[src/rtl/sg_pkg.sv]
package sg_pkg;
  typedef enum logic [2:0] {
    OP_NONE    = 3'd0,
    OP_WEL_SET = 3'd1,
    OP_WEL_CLR = 3'd2,
    OP_STS_WR  = 3'd3,
    OP_ARR_WR  = 3'd4
  } sg_op_e;

  localparam int SB_PEN  = 7;
  localparam int SB_WDH  = 5;
  localparam int SB_WDL  = 4;
  localparam int SB_BPH  = 3;
  localparam int SB_BPL  = 2;
  localparam int SB_WEL  = 1;
  localparam int SB_RDY  = 0;
endpackage

[src/rtl/sg_rst_sync.sv]
module sg_rst_sync (
  input  logic clk,
  input  logic rst_n,
  output logic rst_sync_n
);
  logic s1_q, s2_q;

  always_ff @(posedge clk or negedge rst_n) begin
    if (!rst_n) begin
      s1_q <= 1'b0;
      s2_q <= 1'b0;
    end else begin
      s1_q <= 1'b1;
      s2_q <= s1_q;
    end
  end

  assign rst_sync_n = s2_q;
endmodule

[src/rtl/sg_region_chk.sv]
module sg_region_chk #(
  parameter int ADDR_W = 10
) (
  input  logic [1:0]        bp,
  input  logic [ADDR_W-1:0] addr,
  output logic              prot
);
  localparam int TOP = ADDR_W - 1;

  logic in_half, in_quarter;

  assign in_half = addr[TOP];

  generate
    if (ADDR_W >= 2) begin : g_wide
      assign in_quarter = (addr[TOP -: 2] == 2'b11);
    end else begin : g_narrow
      assign in_quarter = addr[TOP];
    end
  endgenerate

  always_comb begin
    case (bp)
      2'b00:   prot = 1'b0;
      2'b01:   prot = in_quarter;
      2'b10:   prot = in_half;
      default: prot = 1'b1;
    endcase
  end
endmodule

[src/rtl/sg_wel.sv]
module sg_wel (
  input  logic clk,
  input  logic rst_n,
  input  logic set_i,
  input  logic clr_i,
  output logic wel_q
);
  logic wel_d;

  always_comb begin
    wel_d = wel_q;
    if (clr_i)      wel_d = 1'b0;
    else if (set_i) wel_d = 1'b1;
  end

  always_ff @(posedge clk or negedge rst_n) begin
    if (!rst_n) wel_q <= 1'b0;
    else        wel_q <= wel_d;
  end
endmodule

[src/rtl/sg_sts_ctl.sv]
module sg_sts_ctl
  import sg_pkg::*;
(
  input  logic       clk,
  input  logic       rst_n,
  input  logic       req_i,
  input  logic       accept_i,
  input  logic [7:0] data_i,
  input  logic       cs_n,
  input  logic       wp_n,
  output logic       pend_q,
  output logic       pen_q,
  output logic [1:0] wd_q,
  output logic [1:0] bp_q,
  output logic       grant_q,
  output logic       deny_q,
  output logic       done_o
);
  logic       commit, cancel, take;
  logic       pend_d, grant_d, deny_d;
  logic [4:0] buf_q, buf_d;
  logic       sts_unused_bits;

  assign sts_unused_bits = ^{data_i[6], data_i[1:0]};

  assign take   = req_i && accept_i;
  assign commit = pend_q && cs_n;
  assign cancel = pend_q && !cs_n && pen_q && !wp_n;
  assign done_o = commit || cancel;

  always_comb begin
    pend_d  = pend_q;
    buf_d   = buf_q;
    if (commit || cancel) pend_d = 1'b0;
    else if (take)        pend_d = 1'b1;
    if (take) buf_d = {data_i[SB_PEN], data_i[SB_WDH], data_i[SB_WDL],
                       data_i[SB_BPH], data_i[SB_BPL]};
    grant_d = commit;
    deny_d  = cancel || (req_i && !accept_i);
  end

  always_ff @(posedge clk or negedge rst_n) begin
    if (!rst_n) begin
      pend_q  <= 1'b0;
      buf_q   <= '0;
      grant_q <= 1'b0;
      deny_q  <= 1'b0;
    end else begin
      pend_q  <= pend_d;
      grant_q <= grant_d;
      deny_q  <= deny_d;
      if (take) buf_q <= buf_d;
    end
  end

  always_ff @(posedge clk or negedge rst_n) begin
    if (!rst_n) begin
      pen_q <= 1'b0;
      wd_q  <= 2'b00;
      bp_q  <= 2'b00;
    end else if (commit) begin
      pen_q <= buf_q[4];
      wd_q  <= buf_q[3:2];
      bp_q  <= buf_q[1:0];
    end
  end

  a_r8_fields_move_on_commit: assert property (@(posedge clk) disable iff (!rst_n)
    !$stable({pen_q, wd_q, bp_q}) |-> ($past(pend_q) && $past(cs_n)));

  a_r11_abort_on_wp_fall: assert property (@(posedge clk) disable iff (!rst_n)
    (pend_q && !cs_n && pen_q && !wp_n) |=> (deny_q && !pend_q));

  a_r11_started_write_completes: assert property (@(posedge clk) disable iff (!rst_n)
    (pend_q && cs_n) |=> (grant_q && !deny_q));
endmodule

[src/rtl/status_guard.sv]
module status_guard
  import sg_pkg::*;
#(
  parameter int ADDR_W = 10
) (
  input  logic              clk,
  input  logic              rst_n,
  input  logic              cmd_valid,
  input  logic [2:0]        cmd_op,
  input  logic [ADDR_W-1:0] cmd_addr,
  input  logic [7:0]        cmd_data,
  input  logic              cs_n,
  input  logic              wp_n,
  input  logic              busy,
  output logic [7:0]        status_rd,
  output logic              arr_grant,
  output logic              arr_deny,
  output logic              sts_grant,
  output logic              sts_deny
);
  logic       rst_i;
  logic       pend, pen, wel, prot, sts_done;
  logic [1:0] wd, bp;
  logic       cmd_ok, hw_lock, sts_req, sts_accept, arr_req, arr_ok;
  logic       wel_set, wel_clr;
  logic       arr_grant_d, arr_deny_d, arr_grant_q, arr_deny_q;
  sg_op_e     op;

  sg_rst_sync u_rst (.clk(clk), .rst_n(rst_n), .rst_sync_n(rst_i));

  sg_region_chk #(.ADDR_W(ADDR_W)) u_region (.bp(bp), .addr(cmd_addr), .prot(prot));

  assign op         = sg_op_e'(cmd_op);
  assign cmd_ok     = cmd_valid && !busy && !pend;
  assign hw_lock    = pen && !wp_n;
  assign sts_req    = cmd_ok && (op == OP_STS_WR);
  assign sts_accept = wel && !hw_lock;
  assign arr_req    = cmd_ok && (op == OP_ARR_WR);
  assign arr_ok     = wel && !prot;

  assign wel_set = cmd_ok && (op == OP_WEL_SET);
  assign wel_clr = (cmd_ok && ((op == OP_WEL_CLR) || (op == OP_ARR_WR) ||
                               ((op == OP_STS_WR) && !sts_accept))) || sts_done;

  sg_wel u_wel (.clk(clk), .rst_n(rst_i), .set_i(wel_set), .clr_i(wel_clr), .wel_q(wel));

  sg_sts_ctl u_sts (
    .clk(clk), .rst_n(rst_i), .req_i(sts_req), .accept_i(sts_accept),
    .data_i(cmd_data), .cs_n(cs_n), .wp_n(wp_n), .pend_q(pend),
    .pen_q(pen), .wd_q(wd), .bp_q(bp), .grant_q(sts_grant),
    .deny_q(sts_deny), .done_o(sts_done)
  );

  always_comb begin
    arr_grant_d = arr_req && arr_ok;
    arr_deny_d  = arr_req && !arr_ok;
  end

  always_ff @(posedge clk or negedge rst_i) begin
    if (!rst_i) begin
      arr_grant_q <= 1'b0;
      arr_deny_q  <= 1'b0;
    end else begin
      arr_grant_q <= arr_grant_d;
      arr_deny_q  <= arr_deny_d;
    end
  end

  assign arr_grant = arr_grant_q;
  assign arr_deny  = arr_deny_q;

  always_comb begin
    status_rd         = 8'h00;
    status_rd[SB_PEN] = pen;
    status_rd[SB_WDH] = wd[1];
    status_rd[SB_WDL] = wd[0];
    status_rd[SB_BPH] = bp[1];
    status_rd[SB_BPL] = bp[0];
    status_rd[SB_WEL] = wel;
    status_rd[SB_RDY] = busy;
  end

  a_r5_one_verdict: assert property (@(posedge clk) disable iff (!rst_i)
    $onehot0({arr_grant, arr_deny, sts_grant, sts_deny}));

  a_r7_latch_low_after_write: assert property (@(posedge clk) disable iff (!rst_i)
    (arr_grant || arr_deny || sts_grant || sts_deny) |-> !wel);

  a_r4_busy_freezes: assert property (@(posedge clk) disable iff (!rst_i)
    (busy && !pend) |=> ($stable(wel) && $stable(status_rd[7:2]) && !arr_grant && !arr_deny));

  a_r6_no_grant_in_region: assert property (@(posedge clk) disable iff (!rst_i)
    arr_grant |-> !$past(prot));

  a_r6_all_blocked: assert property (@(posedge clk) disable iff (!rst_i)
    (bp == 2'b11) |=> !arr_grant);
endmodule

[config.mk]
export PLATFORM = sky130hd
export DESIGN_NAME = status_guard
export DESIGN_NICKNAME = d
export VERILOG_FILES = /design/src/rtl/sg_pkg.sv /design/src/rtl/sg_rst_sync.sv /design/src/rtl/sg_region_chk.sv /design/src/rtl/sg_wel.sv /design/src/rtl/sg_sts_ctl.sv /design/src/rtl/status_guard.sv
export SDC_FILE = /design/constraint.sdc
export NUM_CORES = 1
export LEC_CHECK = 0
export ABC_CLOCK_PERIOD_IN_PS = 800
export CAP_MARGIN = 10
export CORE_ASPECT_RATIO = 1.1
export CORE_MARGIN = 2
export CORE_UTILIZATION = 28
export CTS_CLUSTER_DIAMETER = 80
export CTS_CLUSTER_SIZE = 12
export DETAILED_ROUTE_END_ITERATION = 10
export REMOVE_ABC_BUFFERS = 1
export SLEW_MARGIN = 30
export SYNTH_ARGS = -nofsm -noshare
export SYNTH_HDL_FRONTEND = slang
export SYNTH_SLANG_ARGS = --single-unit
[constraint.sdc]
create_clock -name clk -period 0.8 [get_ports clk]
set_input_delay 0.2 -clock clk [delete_from_list [all_inputs] [get_ports clk]]
set_output_delay 0.2 -clock clk [all_outputs]
set_load 0.005 [all_outputs]
==> run metrics, run 1 <==
CORE AREA 2700 um^2; multi-input logic area ~330 um^2; Placed Instances 131; crit-path max FO 6; Die Y ~59 um; worst hold path class input pin to async pin; Synth area leader dfrtp_1; TritonCTS buffer count 3; CTS H-tree lvls 1; violated checks negative setup slack; worst path required time 0.97 ns; Initial Utilization 0.289; Max stage delay on crit path approximately 0.40 ns; Slowest cell on crit path dfrtp_1; DP Wirelength around 1300 um; setup ws final -0.528 ns; synthesized cell area 782 um^2; top cells by area, synth dfrtp_1 (58%), mux2_2 (14%), buf_4 (3.8%); RSZ-0062 raised after global routing yes; crit start category flip-flop; DR pass1 iterations 3; CTS tree done; Die Area 3230 um^2; period utilization 1.66; routability-driven placement congestion ratio 0.651; clock slew at reported path FFs 0.09 ns; I/O pin total 39; Routed Antenna Nets 0; initial antenna violation count 0; share of layout cells above drive strength 1 0.490; gr usage total 0.117; GRT overflow 0; DRC violation total after the first TritonRoute iteration 3; num rows 20; Syn Inst Count 61; Ys Warns 0; Synth Register Bits 18; vias per inst roughly 4.4; synth-to-layout area growth 53.9%; CP Capture Type flip-flop; Seq/Total Area, Yosys 0.576; largest net degree at the start of global routing 17; port buffer count 26; Final Instance Count excl. Fillers 137; Hold Violations, Final 0; cells along the critical path buf_6 > nand2b_4 > and2_4 > nand4_4 > mux2_4; Antenna Diode Count 0; LEAKAGE 0.000616 uW; RR Startpoint u_sts.pen_q; CP arrival 1.50 ns; Routed WL per cell roughly 12 um; WS Path Type flip-flop to flip-flop; post-layout min period 1.33 ns; Worst-Skew Late Latency approximately 0.28 ns; crit path launch u_sts.pen_q; outcome finished, violations left; pins over their slew limit 0; vias in the first global route 645; syn avg cell area 12.8 um^2; Yosys cell types 21; Final Util 0.445; clock sinks 18; Clock Root Buffer clkbuf_4; Remaining DRCs 0; nets 133; Worst Hold Slack 0.0703 ns; register area 450 um^2; total power density per cell area ~1500 nW/um^2; chip width 54.4 um; Worst VDD drop about 0.60 mV; first-pass GRT wire length 2620 um; filler cell count in the final layout 272; final setup fails 26; hold buffers post-CTS 0; clk buf depth 2; max cap viols 0; fmax 753 MHz; Clock Skew 0.000833 ns; Place WS -0.789 ns; Routed WL between 1500 and 2000 um; Via Count 600; Yosys top cell area share 0.576
-- power by group --
group,switching (uW),leakage [uW],internal [uW]
clock,242,0.0000138,175
combinational,137,0.000359,245
sequential,36.1,0.000243,980
total,415,0.000616,1400
-- cells by family after synthesis --
| logic type | count (synthesis) | synth area share |
|---|---|---|
| AND/OR/NAND/NOR | 17 | 0.157 |
| AO/OA/AOI/OAI | 8 | 0.0592 |
| multiplexers | 10 | 0.144 |
| buffers and inverters | 5 | 0.0432 |
| flip-flops | 18 | 0.576 |
| other | 2 | 0.00960 |
| XOR/XNOR | 1 | 0.0112 |
-- area by class of cell --
class / instances / area share
Clock buffer: 3 / 0.0187
Inverter: 1 / 0.00312
Multi-Input combinational cell: 38 / 0.277
Sequential cell: 18 / 0.374
Tap cell: 33 / 0.0343
Timing Repair Buffer: 44 / 0.293
-- critical path, delay by kind of cell (launching register included) --
family / cells / cell delay [ns]
flip-flops: 1 / 0.40
buffers and inverters: 1 / 0.12
AND/OR/NAND/NOR: 3 / 0.37
multiplexers: 1 / 0.34
-- sequential cells by signal, summed over array words and instances (netlist names) --
| register | flops |
|---|---|
| u_sts.grant_q | 1 |
| u_rst.s1_q | 1 |
| u_sts.bp_q | 2 |
| arr_deny | 1 |
| u_rst.rst_sync_n | 1 |
| u_sts.deny_q | 1 |
| u_wel.wel_q | 1 |
| u_sts.pend_q | 1 |
| u_sts.wd_q | 2 |
| arr_grant | 1 |
| u_sts.pen_q | 1 |
| u_sts.buf_q | 5 |
-- final timing paths --
kind / depth (start not counted) / slack (ns) / to
hold reg to reg: 1 / 0.19 / u_sts.bp_q[0]
hold / removal: 1 / 0.07 / u_rst.rst_sync_n
min in group clk: 0 / 0.36 / u_rst.rst_sync_n
setup / recovery: 5 / -0.53 / u_sts.buf_q[4]
setup reg to reg: 5 / -0.53 / u_sts.buf_q[4]
max in group asynchronous: 1 / 0.44 / u_sts.pend_q
-- metrics by stage --
step                TNS [ns]  cell area (um^2)  total power, uW
detailed placement    -12.86              1170             1390
floorplan              -4.65               752             1160
global route           -9.64              1200             1930
CTS                    -8.57              1190             1840
finish                 -8.36              1200             1810
global placement      -12.77              1170             1380
-- timing repair --
action,CTS,global route
buffers inserted,2,1
hold endpoints to repair,0,0
pin swaps,4,0
resized for setup,52,5
setup endpoints to repair,27,26
-- cell usage in the layout, fill, tap and decap left out --
cell type and count:
nor2b_1 2, nor3b_4 1, o21ai_0 2, nand2_1 2, a21oi_1 1, buf_2 9
nand3_4 1, mux2_4 2, xnor2_1 1, buf_4 15, nand2_2 1, a21o_1 1
clkdlybuf4s50_1 14, nor2_1 1, nor2_2 1, mux2_2 8, buf_6 3, inv_1 1
clkbuf_2 2, nand2b_1 1, o21ai_1 1, or2b_1 1, nand4_4 1, dfrtp_1 18
nand3_1 2, and3b_2 1, clkdlybuf4s15_2 1, nand2b_4 1, clkbuf_4 3, a31oi_1 1
o22ai_1 2, conb_1 2, and2_4 1
-- routing by layer --
layer | wire (um) | up-vias | share of wire | GRT usage
li1 | - | 294 | - | -
met1 | 657 | 286 | 0.38 | 0.111
met2 | 916 | 18 | 0.54 | 0.215
met3 | 120 | 2 | 0.070 | 0.0278
met4 | 13 | 0 | 0.0076 | 0.0750
met5 | 0 | - | 0 | 0
-- synth_stat cells --
library cell,instances
mux2_2,10
nand2_1,3
nand4_4,1
nand3_1,3
xnor2_1,1
buf_4,4
a21o_1,1
conb_1,2
or2b_1,1
nor3b_4,1
nor2b_1,2
o22ai_1,2
nor2_1,2
a31oi_1,1
a21oi_1,1
and2_1,1
and3b_2,1
nand2b_1,2
dfrtp_1,18
inv_1,1
o21ai_0,3
No activity file was read; power rests on OpenSTA's default activity.
==> inputs of run 2 (changes only) <==
- GPL_ROUTABILITY_DRIVEN: unset -> 0
- PLACE_DENSITY_LB_ADDON: unset -> 0.12
- SLEW_MARGIN: 30 -> 40
==> run metrics, run 2 (synthesis gave the netlist of run 1 again) <==
gr usage total 0.115; nets 133; DP Wirelength between 1000 and 1500 um; RR Startpoint u_wel.wel_q; Most flops, register u_sts.buf_q; clock share of power 0.237; clock sinks 18; Die Y approximately 59 um; Clock Root Buffer clkbuf_4; Placed Instances between 100 and 150; Place WS -0.800 ns; pins over their slew limit 0; crit-path max FO 6; final setup TNS -8.08 ns; Die Area 3230 um^2; max reg flops 5; Antenna Diode Count 0; switching power around 420 uW; period utilization 1.59; clock slew at reported path FFs 0.10 ns; outcome finished, violations left; Seq pwr share 0.556; I/O pin total 39; Remaining DRCs 0; register-to-register setup slack -0.47 ns; crit path launch u_wel.wel_q; worst path required time 0.98 ns; most frequent cells in the layout dfrtp_1 (18), clkdlybuf4s50_1 (14), buf_4 (14); Net Sw Frac 0.232; LEAKAGE slightly above 0.0006 uW; port buffer count 26; num rows 20; commonest non-fill, non-tap cell in the layout dfrtp_1; violated checks negative setup slack; vias per inst 4.27; Final Instance Count excl. Fillers roughly 140; Clock Skew 0.00146 ns; Routed Antenna Nets 0; Worst VDD drop 0.811 mV; final setup fails 26; Internal 1410 uW; CORE AREA approximately 2700 um^2; vias in the first global route 607; setup ws final -0.470 ns; Routed WL 1530 um; synth-to-layout area growth 53.0%; Final Util 0.443; Initial Utilization 0.289; clk buf depth 2; chip width 54.4 um; Gate power share 0.207; Hold Violations, Final 0; fmax 788 MHz; crit path to u_sts.buf_q[1]; initial antenna violation count 0; Worst Hold Slack 0.0642 ns; share of layout cells above drive strength 1 0.471; DR pass1 iterations 2; RSZ-0062 raised after global routing yes; WS Path Type flip-flop to flip-flop; first-pass GRT wire length 2580 um; largest net degree at the start of global routing 13; DRC violation total after the first TritonRoute iteration 3; total power density per cell area approximately 1500 nW/um^2; TritonCTS buffer count 3; Reg2Reg Depth 4; biggest regs u_sts.buf_q x5, u_sts.bp_q x2, u_sts.wd_q x2; reg2reg end u_sts.buf_q[1]; post-layout min period 1.27 ns; CTS tree done; crit start category flip-flop; CP Capture Type flip-flop; CP arrival 1.45 ns; max cap viols 0; Routed WL per cell roughly 11 um; worst hold path class input pin to async pin; Via Count between 500 and 600; CTS H-tree lvls 1; Worst-Skew Late Latency 0.28 ns; GRT overflow 0
[run 2: cell types whose count changed in the layout (fill, tap and decap cells not counted), sizes merged]
| cell | before | now |
|---|---|---|
| buf | 27 | 28 |
| clkbuf | 5 | 4 |
[run 2: power by group through the flow]
stage / sequential (uW) / clock [uW] / combinational, uW
after floorplan: 1040 / 0 / 114
after global placement: 1040 / 0 / 345
after detailed placement: 1040 / 0 / 351
after CTS: 1020 / 457 / 380
after global routing: 1030 / 504 / 419
final: 1020 / 434 / 379
[run 2: worst min path at each step]
stage                           startpoint          endpoint  slack (ns)
after global routing                 rst_n        u_rst.s1_q        0.03
after detailed placement  u_rst.rst_sync_n     u_sts.bp_q[0]        0.11
after CTS                            rst_n        u_rst.s1_q        0.05
after global placement    u_rst.rst_sync_n     u_sts.bp_q[0]         0.1
final                                rst_n        u_rst.s1_q        0.06
after floorplan                      rst_n  u_rst.rst_sync_n        -0.1
[run 2: through the flow]
step,total power (uW),instance area [um^2]
finish,1830,1200
global route,1950,1200
CTS,1860,1180
detailed placement,1390,1170
global placement,1390,1170
floorplan,1160,752
[run 2: layer usage]
metal | part of all wire | vias to the layer above | GRT usage
met1 | 0.43 | 276 | 0.141
met4 | 0.0085 | 0 | 0.0643
met5 | 0 | - | 0
li1 | - | 292 | -
met2 | 0.49 | 15 | 0.177
met3 | 0.067 | 2 | 0.0328
[run 2: area by class of cell]
cell class                 count  area (um^2)
fill                         268         1510
sequential                    18          450
timing repair buffer          44          372
multi-input combinational     38          307
tap                           33         41.3
clock buffer                   3         22.5
inverter                       1         3.75
[run 2: worst max-delay path: stages (launching register included)]
cell and delay (ns):
dfrtp_1 0.40, buf_4 0.15, and2_4 0.14, nand4_4 0.13, mux2_2 0.35
[run 2: what timing repair did]
action | CTS | global route
endpoints found under the setup margin | 27 | 26
gates cloned | 0 | 0
endpoints found under the hold margin | 0 | 0
gates resized for setup | 49 | 5
setup buffers | 3 | 1
hold buffers | 0 | 0
pin swaps | 2 | 0
